--- src/rtl/tmr_irq_pkg.sv ---
package tmr_irq_pkg;
  localparam int DEF_CH = 5;
  localparam int DEF_DW = 32;

  function automatic int flag_pos(input int ch, input int num_ch);
    return num_ch + ch;
  endfunction
endpackage

--- src/rtl/tmr_irq_enable_bank.sv ---
module tmr_irq_enable_bank #(
  parameter int NUM_CH = 5
) (
  input  logic              clk,
  input  logic              rst,
  input  logic              wr_en_i,
  input  logic [NUM_CH-1:0] wr_bits_i,
  output logic [NUM_CH-1:0] en_q_o,
  output logic [NUM_CH-1:0] en_next_o
);
  logic [NUM_CH-1:0] en_q;

  always_comb en_next_o = wr_en_i ? wr_bits_i : en_q;

  always_ff @(posedge clk) begin
    if (rst) en_q <= '0;
    else     en_q <= en_next_o;
  end

  assign en_q_o = en_q;

  assert_enable_load_R3: assert property (@(posedge clk) disable iff (rst)
    wr_en_i |=> en_q == $past(wr_bits_i));
  assert_enable_hold_R9: assert property (@(posedge clk) disable iff (rst)
    !wr_en_i |=> $stable(en_q));
endmodule

--- src/rtl/tmr_irq_flag_cell.sv ---
module tmr_irq_flag_cell (
  input  logic clk,
  input  logic rst,
  input  logic expire_i,
  input  logic clr_i,
  input  logic en_q_i,
  input  logic en_next_i,
  output logic flag_o,
  output logic irq_o
);
  logic flag_q, flag_next, irq_q;

  // An expiry takes priority over a clear.
  always_comb flag_next = expire_i | (flag_q & ~clr_i);

  always_ff @(posedge clk) begin
    if (rst) begin
      flag_q <= 1'b0;
      irq_q  <= 1'b0;
    end else begin
      flag_q <= flag_next;
      irq_q  <= flag_next & en_next_i;
    end
  end

  assign flag_o = flag_q;
  assign irq_o  = irq_q;

  assert_expiry_sets_R2: assert property (@(posedge clk) disable iff (rst)
    expire_i |=> flag_q);
  assert_clear_R4: assert property (@(posedge clk) disable iff (rst)
    (clr_i && !expire_i) |=> !flag_q);
  assert_keep_R4: assert property (@(posedge clk) disable iff (rst)
    (flag_q && !clr_i) |=> flag_q);
  assert_collision_R7: assert property (@(posedge clk) disable iff (rst)
    (clr_i && expire_i) |=> flag_q);
  assert_irq_level_R5: assert property (@(posedge clk) disable iff (rst)
    irq_q == (flag_q & en_q_i));
endmodule

--- src/rtl/tmr_irq_ctl.sv ---
module tmr_irq_ctl #(
  parameter int NUM_CH = tmr_irq_pkg::DEF_CH,
  parameter int DATA_W = tmr_irq_pkg::DEF_DW
) (
  input  logic              clk,
  input  logic              rst,
  input  logic [NUM_CH-1:0] expire_i,
  input  logic              wr_en_i,
  input  logic [DATA_W-1:0] wr_data_i,
  output logic [DATA_W-1:0] rd_data_o,
  output logic [NUM_CH-1:0] irq_o
);
  localparam int USED_W = 2 * NUM_CH;

  logic [NUM_CH-1:0] en_q, en_next, flags;

  tmr_irq_enable_bank #(.NUM_CH(NUM_CH)) u_enables (
    .clk       (clk),
    .rst       (rst),
    .wr_en_i   (wr_en_i),
    .wr_bits_i (wr_data_i[NUM_CH-1:0]),
    .en_q_o    (en_q),
    .en_next_o (en_next)
  );

  for (genvar c = 0; c < NUM_CH; c++) begin : g_ch
    tmr_irq_flag_cell u_cell (
      .clk       (clk),
      .rst       (rst),
      .expire_i  (expire_i[c]),
      .clr_i     (wr_en_i & wr_data_i[tmr_irq_pkg::flag_pos(c, NUM_CH)]),
      .en_q_i    (en_q[c]),
      .en_next_i (en_next[c]),
      .flag_o    (flags[c]),
      .irq_o     (irq_o[c])
    );
  end

  always_comb begin
    rd_data_o                    = '0;
    rd_data_o[NUM_CH-1:0]        = en_q;
    rd_data_o[USED_W-1:NUM_CH]   = flags;
  end

  assert_upper_zero_R8: assert property (@(posedge clk) disable iff (rst)
    rd_data_o[DATA_W-1:USED_W] == '0);
  assert_irq_needs_enable_R5: assert property (@(posedge clk) disable iff (rst)
    (irq_o & ~rd_data_o[NUM_CH-1:0]) == '0);
endmodule

--- config.mk ---
export PLATFORM = sky130hd
export DESIGN_NAME = tmr_irq_ctl
export DESIGN_NICKNAME = d
export VERILOG_FILES = /design/src/rtl/tmr_irq_pkg.sv /design/src/rtl/tmr_irq_enable_bank.sv /design/src/rtl/tmr_irq_flag_cell.sv /design/src/rtl/tmr_irq_ctl.sv
export SDC_FILE = /design/constraint.sdc
export NUM_CORES = 1
export LEC_CHECK = 0
export ABC_AREA = 1
export BUFFER_PORTS_ARGS = -buffer_cell sky130_fd_sc_hd__buf_2
export CELL_PAD_IN_SITES_DETAIL_PLACEMENT = 1
export CELL_PAD_IN_SITES_GLOBAL_PLACEMENT = 1
export CORE_MARGIN = 2
export CORE_UTILIZATION = 25
export CTS_BUF_LIST = sky130_fd_sc_hd__clkbuf_16
export DETAILED_ROUTE_END_ITERATION = 8
export PLACE_DENSITY = 0.83
export SKIP_LAST_GASP = 1
export SLEW_MARGIN = 20
export SYNTH_ARGS = -nofsm -noshare
export SYNTH_HDL_FRONTEND = slang
export SYNTH_SLANG_ARGS = --single-unit
--- constraint.sdc ---
create_clock -name clk -period 1.8 [get_ports clk]
set_clock_uncertainty 0.05 [all_clocks]
set_input_delay 0.09 -clock clk [delete_from_list [all_inputs] [get_ports clk]]
set_output_delay 0.09 -clock clk [all_outputs]
set_load 0.01 [all_outputs]
==> impl_metrics.csv <==
group,metric,value,unit
routing,wl_per_cell,8.30,microns
yosys,synthesis.area,820,sq um
cts,cts_tree,"done",
sta,fin_crit,0.874,ns
cells_and_area,final_cell_area,905,sq um
cts,cts.clk_slew.worst_paths,0.05,ns
global_routing,grt_pass1_vias,491,
power,powerDensity,1010,nW/um^2
sta,fin_hold_ws,0.0116,ns
cts,holdBufCountCts,0,
routing,vias,570,
critical_path,critPathLaunchType,"register",
sta,rsz0062_at_grt,"no",
cts,htreeDepth,1,
yosys,ys_ff_latch,15,
cts,ctsResizeCount,0,
floorplan,num_io_pins,77,
floorplan,initial_core_util,0.266,
sta,finalCritPeriodShare,0.486,
critical_path,crit_type,"reg -> out",
critical_path,crit_required,1.66,ns
critical_path,crit_slowest_cell,"dfxtp_1",
outcome,status,"finished, final reports clean",
cells_and_area,fin_nets,166,
sta,hold_viol_final,0,
routing,drtIter0Drc,5,
placement,place_area,825,sq um
routing,via_per_inst,3.37,
sta,fmax,1140,MHz
critical_path,path_max_fanout,2,
yosys,yosysTopAreaCellShare,0.366,
yosys,yosysMostFrequentCell,"buf_4",
placement,place_ws,0.962,ns
sta,finalMaxSlewViolations,0,
cells_and_area,n_fill_cell,401,
cts,cts.path.max_buffers,2,
yosys,syn_avg_cell_area,7.73,sq um
run,max_cap_viol_count,0,
routing,wirelength,1400,microns
cts,cts-root-buf,"clkbuf_16",
hold_path,hp-class,"in -> reg",
floorplan,die_area,3750,sq um
yosys,yosys-top-cells-area,"dfxtp_1, buf_4, inv_1",
yosys,async_flop_share,0,
critical_path,endpoint_kind,"output pin",
floorplan,num_rows,20,
critical_path,cp_cell_sequence,"buf_2",
yosys,yosysUniqueCellTypes,9,
yosys,synthCells,106,
yosys,yosysWarnings,0,
routing,drt_pass1_iterations,3,
cts,cts_num_sinks,15,
global_routing,grt_usage,0.0778,
critical_path,cp.arrival,0.73,ns
critical_path,max_stage_delay,0.34,ns
global_routing,grt_first_pass_wirelength,2050,microns
yosys,synth_edf_count,0,
sta,setup_ws,0.926,ns
yosys,synth_area_leader_cell,"dfxtp_1",
routing,drcViolationCount,0,
global_routing,grt_max_degree,12,
power,power.leakage,0.541,nW
yosys,synthFlopType,"dfxtp_1",
sta,setup_viol,0,
critical_path,cp_top_family,"flip-flops",
placement,dp.cells,165,
yosys,ys_top_cells_by_count,"buf_4, inv_1, dfxtp_1, nand2_1, nor2_1",
global_routing,antenna_found_initial,0,
cells_and_area,utilization,0.294,
power,ir_worst_vdd,275,uV
floorplan,core_area,3080,sq um
cells_and_area,drive_gt1_frac,0.328,
placement,gp_congestion,0.714,
critical_path,path_buf_inv,1,
global_routing,overflow,0,
placement,portBuffers,32,
cts,cts_buffers,3,
cts,post_cts_buffers,0,
yosys,yosysSeqAreaShare,0.366,
power,power,0.915,mW
floorplan,die_h,61.3,microns
cells_and_area,fin_cells,169,
cells_and_area,area_growth,10.4,%
sta,tns,0,ns
cts,worstSkewPairLatency,0.25,ns
cells_and_area,diodes,0,
floorplan,die_w,61.3,microns
placement,hpwl,1170,microns
routing,ant_nets,0,
[state kept, by name (all words and copies together), names as in the netlist]
name / flops
g_ch.u_cell.flag_o: 5
u_enables.en_q_o: 5
g_ch.u_cell.irq_o: 5
[layout by cell type (no fill, tap or decap)]
| master | instances |
|---|---|
| clkinv_2 | 1 |
| buf_2 | 32 |
| clkbuf_16 | 3 |
| conb_1 | 22 |
| nand3_1 | 5 |
| dfxtp_1 | 15 |
| nor2_1 | 10 |
| nand2_1 | 15 |
| a21oi_2 | 5 |
| inv_1 | 17 |
[layout make-up]
type	count	area (sq um)	area share
inverters	17	63.8	0.0705
multi-input cells	57	245	0.271
clock inverters	1	5.00	0.00553
repair buffers	32	160	0.177
well taps	44	55.1	0.0609
clock buffers	3	75.1	0.0830
flip-flops and latches	15	300	0.332
[path summary, 6_finish.rpt]
check / startpoint / end / slack [ns] / depth (start not counted)
min reg2reg: g_ch[4].u_cell.flag_o$_SDFF_PP0_ / g_ch[4].u_cell.irq_o$_SDFF_PP0_ / 0.45 / 2
max reg2reg: u_enables.en_q_o[0]$_SDFF_PP0_ / g_ch[0].u_cell.irq_o$_SDFF_PP0_ / 1.08 / 4
min: expire_i[4] / g_ch[4].u_cell.irq_o$_SDFF_PP0_ / 0.01 / 3
max: g_ch[2].u_cell.flag_o$_SDFF_PP0_ / rd_data_o[7] / 0.93 / 1
[kinds of logic after synthesis]
group,synth area share
other cells,0.00458
compound gates,0.0534
simple gates,0.145
flops,0.366
buf+inv,0.431
[worst register-to-register path, cell delays in order, from the launching register on]
cell,delay [ns]
dfxtp_1,0.33
inv_1,0.04
nand2_1,0.05
nand3_1,0.08
nor2_1,0.11
[routing by layer]
metal,track usage,vias to the layer above,routed length (microns)
li1,-,287,-
met4,0.0745,0,50
met5,0,-,0
met1,0.0722,245,508
met2,0.134,33,682
met3,0.0231,5,162
[report_power, final]
part	total [mW]	internal, mW	switching (mW)
sequential	0.366	0.356	0.00962
clock	0.428	0.296	0.132
combinational	0.121	0.0442	0.0768
total	0.915	0.696	0.219
Note: power is estimated with default switching activity, not from simulation.
